--- src/rtl/cediv_pkg.sv ---
package cediv_pkg;
  typedef enum logic {ST_LOAD = 1'b0, ST_RUN = 1'b1} stage_state_e;
endpackage

--- src/rtl/cediv_stage.sv ---
module cediv_stage
  import cediv_pkg::*;
#(
  parameter int CNT_W = 16
) (
  input  logic             clk_i,
  input  logic             rst_ni,
  input  logic             en_i,
  input  logic [CNT_W-1:0] reload_i,
  output logic             pulse_o
);
  localparam logic [CNT_W-1:0] ONE = CNT_W'(1);

  stage_state_e     st_q;
  logic [CNT_W-1:0] cnt_q;
  logic             pulse_q;

  always_ff @(posedge clk_i or negedge rst_ni) begin
    if (!rst_ni) begin
      st_q    <= ST_LOAD;
      cnt_q   <= '0;
      pulse_q <= 1'b0;
    end else begin
      pulse_q <= 1'b0;
      if (st_q == ST_LOAD) begin
        cnt_q <= reload_i - ONE;  // reload 0 wraps to all ones: divide by 2^CNT_W
        st_q  <= ST_RUN;
      end else if (en_i) begin
        if (cnt_q == '0) begin
          cnt_q   <= reload_i - ONE;
          pulse_q <= 1'b1;
        end else begin
          cnt_q <= cnt_q - ONE;
        end
      end
    end
  end

  assign pulse_o = pulse_q;

  AST_QUIET_UNTIL_LOADED: assert property (@(posedge clk_i) disable iff (!rst_ni)
    (st_q == ST_LOAD) |-> !pulse_q);
  AST_CNT_IN_RANGE: assert property (@(posedge clk_i) disable iff (!rst_ni)
    (st_q == ST_RUN && reload_i != '0) |-> (cnt_q < reload_i));
  AST_PULSE_NEEDS_EN: assert property (@(posedge clk_i) disable iff (!rst_ni)
    pulse_q |-> $past(en_i));
  AST_PULSE_RELOADS: assert property (@(posedge clk_i) disable iff (!rst_ni)
    pulse_q |-> (cnt_q == reload_i - ONE));
  AST_SINGLE_CYCLE: assert property (@(posedge clk_i) disable iff (!rst_ni)
    (pulse_q && reload_i != ONE) |=> !pulse_q);
endmodule

--- src/rtl/cediv_route.sv ---
module cediv_route #(
  parameter int                    N_STAGES     = 8,
  parameter logic [N_STAGES-1:0]   CASCADE_MASK = '0
) (
  input  logic [N_STAGES-2:0] pulse_i,
  output logic [N_STAGES-1:0] en_o
);
  for (genvar i = 0; i < N_STAGES; i++) begin : g_en
    if (i > 0) begin : g_hi
      if (CASCADE_MASK[i]) begin : g_chain
        assign en_o[i] = pulse_i[i-1];
      end else begin : g_base
        assign en_o[i] = 1'b1;
      end
    end else begin : g_lo
      assign en_o[i] = 1'b1;
    end
  end
endmodule

--- src/rtl/cediv_bank.sv ---
module cediv_bank #(
  parameter int                  N_STAGES     = 8,
  parameter int                  CNT_W        = 16,
  parameter logic [N_STAGES-1:0] CASCADE_MASK = {{(N_STAGES-2){1'b1}}, 2'b00}
) (
  input  logic                           clk_i,
  input  logic                           rst_ni,
  input  logic [N_STAGES-1:0][CNT_W-1:0] reload_i,
  output logic [N_STAGES-1:0]            ce_o
);
  logic [N_STAGES-1:0] en;

  cediv_route #(
    .N_STAGES    (N_STAGES),
    .CASCADE_MASK(CASCADE_MASK)
  ) u_route (
    .pulse_i(ce_o[N_STAGES-2:0]),
    .en_o   (en)
  );

  for (genvar i = 0; i < N_STAGES; i++) begin : g_stage
    cediv_stage #(.CNT_W(CNT_W)) u_stage (
      .clk_i   (clk_i),
      .rst_ni  (rst_ni),
      .en_i    (en[i]),
      .reload_i(reload_i[i]),
      .pulse_o (ce_o[i])
    );
    if (i > 0 && CASCADE_MASK[i]) begin : g_chk
      AST_CASCADE_FOLLOWS: assert property (@(posedge clk_i) disable iff (!rst_ni)
        ce_o[i] |-> $past(ce_o[i-1]));
    end
  end
endmodule

--- config.mk ---
export PLATFORM = sky130hd
export DESIGN_NAME = cediv_bank
export DESIGN_NICKNAME = d
export VERILOG_FILES = /design/src/rtl/cediv_pkg.sv /design/src/rtl/cediv_stage.sv /design/src/rtl/cediv_route.sv /design/src/rtl/cediv_bank.sv
export SDC_FILE = /design/constraint.sdc
export NUM_CORES = 1
export LEC_CHECK = 0
export CAP_MARGIN = 10
export CORE_ASPECT_RATIO = 0.75
export CORE_MARGIN = 1.5
export CORE_UTILIZATION = 45
export CTS_CLUSTER_DIAMETER = 80
export DETAILED_ROUTE_END_ITERATION = 10
export PLACE_DENSITY = 0.68
export SETUP_SLACK_MARGIN = 0.2
export SLEW_MARGIN = 25
export SYNTH_ARGS = -nofsm -noshare
export SYNTH_HDL_FRONTEND = slang
export SYNTH_SLANG_ARGS = --single-unit
--- constraint.sdc ---
create_clock -name clk_i -period 4.5 [get_ports clk_i]
set_clock_uncertainty 0.05 [all_clocks]
set_input_delay 0.9 -clock clk_i [delete_from_list [all_inputs] [get_ports clk_i]]
set_output_delay 0.9 -clock clk_i [all_outputs]
set_load 0.02 [all_outputs]
# Word-level counts from Yosys, hierarchy flattened
# Index checks and enable logic that the tools add are counted.
# classes
n_reduce_logical,8
bitwise,0
shift,0
magnitude_cmp,0
n_eq_ne,6
muxes,44
div_mod_pow,0
n_addsub,16
mul,0
# ops
op,count
$mux W16,22
$sub A16 B1 Y16 const B,16
$logic_not A16 Y1,8
$mux W1,22
$ne A2 B1 Y1 const B,3
$ne A2 B2 Y1 const B,3
# word_totals
mem_bits_rw,0
input_bits,130
rom_bits,0
out_inout_bits,8
register_bits,137
wordCells,91
mem_count,0
latch_bits,0

# Logic depth before layout (Yosys ltp)
# Gate-level depths: netlist of run 1.
# logic_depth
depth_word,4
depth_mapped,9
depth_no_buf,7

# Cells and area by module
# A second synthesis of run 1 with hierarchy kept.
# hier_totals
cells_unflattened,1312
area_unflattened_um2,11320.9
# modules_own_cells
mod,cells_each,instances,area_each_um2,seq_area_each_um2
cediv_stage at g_stage[1].u_stage ...,164,4,1371.3,450.4
cediv_stage at g_stage[5].u_stage ...,161,3,1452.6,450.4
cediv_stage at g_stage[0].u_stage,164,1,1413.9,450.4
cediv_route,9,1,63.8,0.0

# Worst setup path after synthesis of run 1
# OpenSTA, ideal clock, no wires.
# synth_timing
path_type,input port to flip-flop
from,input reload_i[118] (netlist bit)
to,register g_stage[7].u_stage.cnt_q[12]
n_path_buf,0
path_slack_ps,1831
t_arrival_ps,2479
setup_time_ps,139
required_ps,4311
cell_stages,5
cell_sequence,or4_1 > or4_1 > nor4_1 > xnor2_1 > o32ai_1
# synth_via
elab_chain_cells,4
# synth_rtl
element,line_no,source
start: declaration,cediv_bank.sv:8,"input logic [N_STAGES-1:0][CNT_W-1:0] reload_i,"
$sub A16 B1 Y16 *,"cediv_stage.sv:26, cediv_stage.sv:30",
$mux W16,cediv_stage.sv:29,if (cnt_q == '0) begin
$mux W16,cediv_stage.sv:28,end else if (en_i) begin
$mux W16 *,cediv_stage.sv:25,if (st_q == ST_LOAD) begin
end signal: assignment,cediv_stage.sv:26,cnt_q <= reload_i - ONE;
end signal: assignment,cediv_stage.sv:30,cnt_q <= reload_i - ONE;
end signal: assignment,cediv_stage.sv:33,cnt_q <= cnt_q - ONE;
end: declaration,cediv_stage.sv:15,logic [CNT_W-1:0] cnt_q;
# Mark *: on every way between the ends. The rest lies on a longest branch, timed or not. The select of a mux whose other input is x is not followed.
# A chain may end at the register's enable or synchronous reset.

# Worst setup path after layout of run 1
# layout_timing
from,register g_stage[4].u_stage.cnt_q[6]
to,register g_stage[4].u_stage.cnt_q[8]
# layout_via
elab_chain_cells,4
elab_cells_between_ends,5
classes_between,1 x add/sub; 3 x mux; 1 x reduce/logical
# layout_rtl
element,line_no
start: declaration,cediv_stage.sv:15
start signal: assignment,cediv_stage.sv:26
start signal: assignment,cediv_stage.sv:30
start signal: assignment,cediv_stage.sv:33
$sub A16 B1 Y16 / $logic_not A16 Y1 (equally long branches),"cediv_stage.sv:33, cediv_stage.sv:29"
$mux W16 *,cediv_stage.sv:29
$mux W16 *,cediv_stage.sv:28
$mux W16 *,cediv_stage.sv:25
# Marked as above.

==> results of run 1 <==
[worst reg2reg max path: stages, from the launching register on]
cell and delay [ns]:
sky130_fd_sc_hd__dfrtp_1 0.43, sky130_fd_sc_hd__or4_4 0.59, sky130_fd_sc_hd__or4_1 0.60, sky130_fd_sc_hd__o31ai_4 0.83, sky130_fd_sc_hd__o21ai_0 0.20, sky130_fd_sc_hd__a221o_1 0.38
[layout make-up]
type	count	area share
Inverter	46	0.0138
Timing Repair Buffer	147	0.117
Sequential cell	137	0.274
Multi-Input combinational cell	1010	0.518
Tap cell	294	0.0294
Clock buffer	17	0.0339
Clock inverter	15	0.0145
[registers in the layout, summed over array words and instances, names as in the netlist]
| signal | cells |
|---|---|
| g_stage.u_stage.cnt_q | 128 |
| g_stage.u_stage.pulse_o | 8 |
| g_stage.u_stage.st_q | 1 |
[layout by cell type, fill, tap and decap left out, types with 24 or more instances in the layout]
| master | n |
|---|---|
| sky130_fd_sc_hd__a21oi_1 | 64 |
| sky130_fd_sc_hd__clkdlybuf4s50_1 | 136 |
| sky130_fd_sc_hd__dfrtp_1 | 136 |
| sky130_fd_sc_hd__ha_1 | 24 |
| sky130_fd_sc_hd__inv_1 | 46 |
| sky130_fd_sc_hd__nand2_1 | 96 |
| sky130_fd_sc_hd__nand3_1 | 52 |
| sky130_fd_sc_hd__nor2_1 | 111 |
| sky130_fd_sc_hd__nor3_1 | 77 |
| sky130_fd_sc_hd__nor4_1 | 54 |
| sky130_fd_sc_hd__o21ai_0 | 81 |
| sky130_fd_sc_hd__or3_1 | 27 |
| sky130_fd_sc_hd__or4_1 | 27 |
| sky130_fd_sc_hd__xnor2_1 | 79 |
| sky130_fd_sc_hd__xor2_1 | 50 |
[path summary, 6_finish.rpt]
check	from	to	slack, ns
max reg2reg	g_stage[4].u_stage.cnt_q[6]$_DFFE_PN0P_	g_stage[4].u_stage.cnt_q[8]$_DFFE_PN0P_	1.31
max in group asynchronous	rst_ni	g_stage[1].u_stage.cnt_q[4]$_DFF_PN0_	3.12
min	g_stage[6].u_stage.cnt_q[7]$_DFFE_PN0P_	g_stage[6].u_stage.cnt_q[7]$_DFFE_PN0P_	0.44
min reg2reg	g_stage[6].u_stage.cnt_q[7]$_DFFE_PN0P_	g_stage[6].u_stage.cnt_q[7]$_DFFE_PN0P_	0.44
min in group asynchronous	rst_ni	g_stage[2].u_stage.cnt_q[0]$_DFFE_PN0P_	0.49
max	g_stage[4].u_stage.cnt_q[6]$_DFFE_PN0P_	g_stage[4].u_stage.cnt_q[8]$_DFFE_PN0P_	1.31
[power groups by stage]
stage / Sequential, mW / Combinational (mW) / Clock (mW)
floorplan: 1.53 / 0.499 / 0
global placement: 1.58 / 0.767 / 0
detailed placement: 1.58 / 0.783 / 0
CTS: 1.56 / 0.787 / 1.47
global route: 1.59 / 0.880 / 1.52
finish: 1.57 / 0.788 / 1.44
[per-layer routing]
| layer | vias to the layer above | GRT usage | wire (µm) |
|---|---|---|---|
| met5 | - | 0 | 0 |
| met4 | 0 | 0.0406 | 156 |
| met3 | 17 | 0.0391 | 1460 |
| met2 | 301 | 0.334 | 11700 |
| met1 | 4602 | 0.346 | 13500 |
| li1 | 4855 | - | - |
[cells by family (layout without fill, tap and decap cells)]
| group | after synthesis | count (layout) | synth area share |
|---|---|---|---|
| AND/OR/NAND/NOR | 556 | 556 | 0.284 |
| AO/OA/AOI/OAI | 280 | 280 | 0.182 |
| flip-flops | 137 | 137 | 0.332 |
| XOR/XNOR | 129 | 129 | 0.109 |
| buffers and inverters | 108 | 225 | 0.0440 |
| adder cells (fa/ha/maj) | 24 | 24 | 0.0291 |
| multiplexers | 20 | 20 | 0.0195 |
| other | 1 | 1 | 0.000363 |
[metrics by stage]
| step | power, mW | setup WS (ns) | util |
|---|---|---|---|
| final | 3.79 | 1.31 | 0.562 |
| after floorplan | 2.03 | 1.83 | - |
| after CTS | 3.82 | 1.33 | 0.561 |
| after global routing | 3.99 | 1.10 | 0.562 |
| after detailed placement | 2.36 | 1.19 | 0.534 |
| after global placement | 2.34 | 1.20 | 0.534 |
==> results.md, run 1 <==
Global route:
- The overall track demand over capacity in global routing is 0.226.
- The initial antenna violation count came to 0.
- The pin count of the biggest net entering global routing is 90.
- The wire length of the first global-routing pass is 44.0 mm.
- Global routing finished with a remaining overflow of 0.
- The number of global-route vias before repair is 8863.

Floorplanning:
- The die covers about 0.024 mm².
- The I/O pin count is 138.
- The die span in y is 134 µm.
- The core region is 0.0223 mm².
- The number of rows created at floorplan is 47.
- From left edge to right edge, the die measures 178 µm.
- The initial core utilization is 0.463.

CTS:
- Gates resized during post-CTS repair numbered 0.
- After clock tree synthesis, the setup repair step added 0 buffers.
- The CTS buffer count is 17.
- The clock sink count is ~140.
- The clock-pin slew on the worst setup and hold paths is roughly 0.06 ns.
- The number of hold buffers added after CTS is 0.
- The tree is rooted in a sky130_fd_sc_hd__clkbuf_16.
- Counting along the longest clock path gives a buffer depth of 2.
- The clock latency at the later pin of the worst-skew pair is roughly 0.43 ns.
- TritonCTS built the clock tree.
- The number of H-tree levels is 4.

Job:
- The count of maximum capacitance violations is 0.

Layout:
- Once layout is done, the placed cells without fillers occupy 0.0125 mm².
- In the final layout, the share of cells above drive strength 1 is 0.0569.
- The flip-flop and latch area is approximately 0.0034 mm².
- The final cell count without fillers is 1666.
- The final layout net count is ~1500.
- Relative to the synthesized area, the layout overhead comes to 21.3%.
- The repair_antennas step left the layout with diodes totalling 0.
- Summing all multi-input logic gate instances after layout gives approximately 0.0065 mm².
- The layout filler cell count is slightly above 2000.

Worst setup path:
- The worst setup path is captured at a register.
- The worst setup path is launched from a register.
- The number of logic stages on the critical path including buffering is 5.
- The type of the worst setup path is register to register.
- The family with the most delay on the worst path is compound AO/OA/AOI/OAI gates.
- On the critical path, the stage with the largest delay is an instance of sky130_fd_sc_hd__o31ai_4.
- The highest net fanout along the worst path is 22.
- The biggest cell delay along the critical path is between 0.8 and 0.9 ns.
- The required time of the critical path is 4.76 ns.
- The critical path goes through or4_4 -> or4_1 -> o31ai_4 -> o21ai_0 -> a221o_1.
- Counting both buffers and inverters, the worst setup path holds a total of 0.
- Data arrives at the worst endpoint at approximately 3.5 ns.
- The number of cell instances on the worst register-to-register path is 5.

Synth:
- Among all cell types in the netlist, the one instantiated most often is sky130_fd_sc_hd__dfrtp_1.
- The portion of synthesized cell area occupied by the leading cell type is 0.332.
- The netlist uses 73 different library cells.
- By count the netlist is led by sky130_fd_sc_hd__dfrtp_1, sky130_fd_sc_hd__nor2_1, sky130_fd_sc_hd__nand2_1, sky130_fd_sc_hd__o21ai_0, sky130_fd_sc_hd__xnor2_1.
- The mean instance size in the synthesized netlist is around 8 µm².
- The number of synthesized register bits is roughly 140.
- The library cell with the largest summed area after synthesis is sky130_fd_sc_hd__dfrtp_1.
- In the synthesized netlist the async set-or-reset flop fraction comes to 1.00.
- The number of nets handed over by synthesis was approximately 1400.
- Yosys attributes the largest share of cell area to sky130_fd_sc_hd__dfrtp_1, sky130_fd_sc_hd__xnor2_1, sky130_fd_sc_hd__xor2_1.
- The combined area of all synthesized cells is slightly above 0.01 mm².
- The number of enable flip-flop cells after synthesis is 0.
- The primary flip-flop cell chosen by synthesis mapping is sky130_fd_sc_hd__dfrtp_1.
- During synthesis, Yosys emitted a total of 0 warnings.
- The gate count after technology mapping is around 1300.
- Of the synthesized area, sequential elements account for 0.332.

Placed design:
- The total of buffers placed on input and output ports is ~140.
- The detailed placer's ending HPWL is a little under 20 mm.
- The cell area after placement is 0.0119 mm².
- In this run, placement finished with an instance count of ~1600.
- The congestion estimate from routability-driven global placement came to slightly below 0.9.

Timing:
- Setup violations remaining at the end of the flow were counted as 0.
- The headroom to the max-slew limit is 0.355.
- The count of pins over their slew limit is 0.
- At the pin with the least slew margin, the transition time is between 0.9 and 1 ns.
- Dividing the final minimum period by the clock period gives 0.710.
- The smallest hold slack is roughly 0.44 ns.
- The final number of hold-violating endpoints is 0.
- For the final routed database, the setup TNS stands at 0 ns.
- Subtracting the final worst setup slack from the clock period gives around 3.2 ns.
- Setup repair after global routing left no endpoint under its margin.
- The achievable frequency is between 300 and 400 MHz.

Power and ir drop:
- The internal power of the cells totals about 2.6 mW.
- The part of the power in registers is 0.413.
- Of the total power, the share spent switching nets is 0.314.
- The cell leakage power is 4.57 nW.
- In this run the power spent charging and discharging nets is 1.19 mW.
- In this run the power density over the cells is 303 mW/mm².
- The largest voltage drop on the vdd net is ~270 µV.
- The part of the power in the clock network is 0.379.
- The share of total power dissipated in combinational logic is 0.208.

Routing:
- The detailed router placed between 9000 and 10000 vias in this run.
- The detailed router finished its first iteration with slightly below 900 violations.
- The wire length after detailed routing is roughly 27 mm.
- The number of nets with antenna violations after routing is 0.
- Using the TritonRoute via totals, the vias-per-cell ratio works out to between 5 and 6.
- For this run, the detailed router's first-pass iteration total came to 8.
- The post-route DRC violation count is 0.
- The final routed wire length divided by cell count is approximately 16 µm.

Min path:
- The worst hold path was traced through 2 stages.
- The classification of the worst-slack hold path is register to register.

Outcome:
- The run finished with clean final reports.
Note: power is estimated with default switching activity, not from simulation.
==> inputs of run 2 (changes only) <==
==> constraint.sdc (replaced) <==
create_clock -name clk_i -period 3.18 [get_ports clk_i]
set_clock_uncertainty 0.05 [all_clocks]
set_input_delay 0.636 -clock clk_i [delete_from_list [all_inputs] [get_ports clk_i]]
set_output_delay 0.636 -clock clk_i [all_outputs]
set_load 0.02 [all_outputs]
==> run 2 against run 1 <==
Effect of this change: via count rose by 3.0%; first-iteration DRC count rose by 12%; utilization rose by 0.58 points; sequential power rose by 41%; sequential share of layout area fell by 0.28 points; critical endpoint is now g_stage[5].u_stage.cnt_q[4]$_DFFE_PN0P_; highest routed layer unchanged.
==> results.md, run 2 (same netlist as run 1, synthesis figures left out) <==
CTS:
- The number of H-tree levels came to 4 (unchanged).
- The CTS buffer count is 17 (unchanged).
- TritonCTS built the clock tree.
- The root buffer cell is sky130_fd_sc_hd__clkbuf_16.
- The number of hold buffers added after CTS was 0 (unchanged).
- The clock-pin slew on the worst setup and hold paths was 0.07 ns (about the same).
- The clock latency at the later pin of the worst-skew pair is 0.43 ns (about the same).
- The clock sink count is 137 (unchanged).
- The clock tree buffer depth is 2 (unchanged).

Power and ir drop:
- The power per unit of standard cell area came to 421 mW/mm² (+39%).
- The largest voltage drop on the vdd net is 383 µV (+43%).
- The cell leakage power was 4.67 nW (+2.1%).

Worst setup path:
- The worst setup path is captured at a register.
- The register-to-register path setup slack came to 0.40 ns (-0.90 ns).
- The worst register-to-register path ends at g_stage[5].u_stage.cnt_q[4]$_DFFE_PN0P_.
- Walking the worst path, the cells encountered are inv_1 -> ha_1 -> or4b_2 -> o41ai_4 -> buf_4 -> or3_1 -> o21ai_0 -> a22o_1.
- STA classifies the critical path startpoint as a register.
- The arrival time of data at the critical path endpoint came to 3.04 ns (-0.41 ns).
- The type of the worst setup path is register to register.
- The biggest cell delay along the critical path is 0.68 ns (-0.15 ns).
- The required time of the critical path is 3.44 ns (-1.32 ns).
- The worst setup path startpoint is g_stage[5].u_stage.cnt_q[0]$_DFFE_PN0P_.
- The launch point of the worst reg-to-reg path is g_stage[5].u_stage.cnt_q[0]$_DFFE_PN0P_.
- The highest net fanout along the worst path is 10 (-55%).
- For this design, the slowest cell found on the critical path is sky130_fd_sc_hd__or4b_2.
- The critical path capture point is g_stage[5].u_stage.cnt_q[4]$_DFFE_PN0P_.
- The number of cell instances on the worst register-to-register path was 8 (+3).

Timing:
- The achievable frequency is 360 MHz (+15%).
- The final total negative setup slack came to 0 ns (unchanged).
- The measured slew at the worst slew-check pin is 0.850 ns (-0.114 ns).
- The final number of hold-violating endpoints is 0 (unchanged).
- The post-route fraction of the period consumed by the critical path is 0.873 (+0.163).
- Setup repair after global routing left no endpoint under its margin.
- The worst-case setup margin in the final layout is 0.404 ns (-0.901 ns).
- The headroom to the max-slew limit is 0.434 (+0.0783).
- The count of pins over their slew limit came to 0 (unchanged).
- The minimum clock period after layout is 2.78 ns (-0.419 ns).
- The final number of setup-violating endpoints is 0 (unchanged).

Routing:
- The number of detailed-routing iterations run before antenna repair came to 8 (unchanged).
- The final routed wire length divided by cell count came to 16.3 µm (+1.1%).
- The violation count after the first detailed-route iteration came to 970 (+12%).
- The post-route DRC violation count is 0 (unchanged).
- The number of nets with antenna violations after routing came to 0 (unchanged).
- The via density per instance is 5.97 (+1.7%).
- The total vias in the final route was 10100 (+3.0%).
- The wire length after detailed routing is 27.5 mm (+2.4%).

Placed design:
- The post-place setup slack was 0.135 ns (-1.06 ns).
- The detailed placer's ending HPWL is 20.2 mm (+2.5%).
- The final estimated routing congestion in global placement is 0.880 (-0.73%).
- The total of buffers placed on input and output ports is 137 (unchanged).

Layout:
- The final layout net count was 1535 (+1.5%).
- The layout-stage area growth over the synthesis result is 22.6%.
- The most flop-heavy register is g_stage.u_stage.cnt_q.
- The diode insertion count for antenna repair is 0 (unchanged).
- The number of flip-flops under the largest register name is 128 (unchanged).
- The top cell types in the final layout, fill and taps aside, are sky130_fd_sc_hd__dfrtp_1, sky130_fd_sc_hd__clkdlybuf4s50_1, sky130_fd_sc_hd__nor2_1.
- The layout filler cell count came to 2001 (-3.5%).
- The share of post-route cells with drive strength above 1 came to 0.0725 (+0.0156).

Floorplanning:
- The I/O pin count is 138 (unchanged).
- The area of the die came to 0.0239 mm² (unchanged).
- The initial core utilization is 0.463 (unchanged).
- The number of rows created at floorplan came to 47 (unchanged).
- The overall die width is 178 µm (unchanged).
- The core area is 0.0223 mm² (unchanged).
- The die span in y is 134 µm (unchanged).

Global route:
- The wire length of the first global-routing pass is 45.3 mm (+2.9%).
- The initial antenna violation count is 0 (unchanged).
- The pin count of the biggest net entering global routing is 57 (-37%).
- The overall track demand over capacity in global routing is 0.232 (+0.00585).
- The total overflow reported by the global router is 0 (unchanged).
- The number of global-route vias before repair is 9270 (+4.6%).

Outcome:
- The run finished with clean final reports.

Job:
- The count of maximum capacitance violations came to 0 (unchanged).

Min path:
- The classification of the worst-slack hold path is primary input to async pin.
run 2: power by group:
group,total (mW),leakage (nW),switching (mW),internal [mW]
logic,1.13,2.77,0.587,0.544
registers,2.22,1.62,0.256,1.96
clock network,1.98,0.276,0.876,1.10
total,5.33,4.67,1.72,3.61
run 2: worst min-delay path by stage:
stage | start | end | slack (ns) | cells after the start
after floorplan | rst_ni | g_stage[0].u_stage.cnt_q[0]$_DFF_PN0_ | 0.29 | 0
after global placement | g_stage[6].u_stage.cnt_q[7]$_DFFE_PN0P_ | g_stage[6].u_stage.cnt_q[7]$_DFFE_PN0P_ | 0.41 | 2
after detailed placement | g_stage[6].u_stage.cnt_q[7]$_DFFE_PN0P_ | g_stage[6].u_stage.cnt_q[7]$_DFFE_PN0P_ | 0.42 | 2
after CTS | rst_ni | g_stage[2].u_stage.cnt_q[2]$_DFFE_PN0P_ | 0.15 | 1
after global routing | rst_ni | g_stage[2].u_stage.cnt_q[2]$_DFFE_PN0P_ | 0.18 | 1
final | rst_ni | g_stage[2].u_stage.cnt_q[2]$_DFFE_PN0P_ | 0.14 | 1
run 2: area by class of cell:
type,count,area (µm²),share of cell area
Tap cell,294,368,0.0291
Inverter,46,173,0.0136
Multi-Input combinational cell,1010,6490,0.512
Clock inverter,15,154,0.0122
Timing Repair Buffer,169,1630,0.128
Sequential cell,137,3430,0.271
Clock buffer,17,425,0.0336
run 2: routing by layer:
| layer | vias up | wire (µm) | track usage |
|---|---|---|---|
| met5 | - | 0 | 0 |
| met4 | 0 | 408 | 0.0686 |
| met2 | 346 | 12000 | 0.346 |
| met1 | 4787 | 13600 | 0.343 |
| li1 | 4904 | - | - |
| met3 | 36 | 1540 | 0.0377 |
run 2: stage by stage:
step	power (mW)	area, µm²	hold slack [ns]	cells	util
finish	5.33	12700	0.139	1688	0.568
global route	5.59	12700	0.181	1688	0.568
CTS	5.35	12700	0.154	1688	0.568
detailed placement	3.36	12100	0.417	1656	0.542
global placement	3.33	12100	0.409	1656	0.542
floorplan	2.87	10300	0.290	1255	-
run 2: critical path, delay by kind of cell, from the launching register on:
| family | cells | cell delay (ns) |
|---|---|---|
| adders and majority gates | 1 | 0.16 |
| buffers and inverters | 2 | 0.39 |
| DFF | 1 | 0.41 |
| and+or+nand+nor | 2 | 0.79 |
| AOI/OAI and AO/OA | 3 | 0.86 |
run 2: timing repair:
| action | 4_1_cts | 5_1_grt |
|---|---|---|
| setup buffers | 0 | 0 |
| resized for setup | 0 | 1 |
| setup endpoints to repair | 0 | 1 |
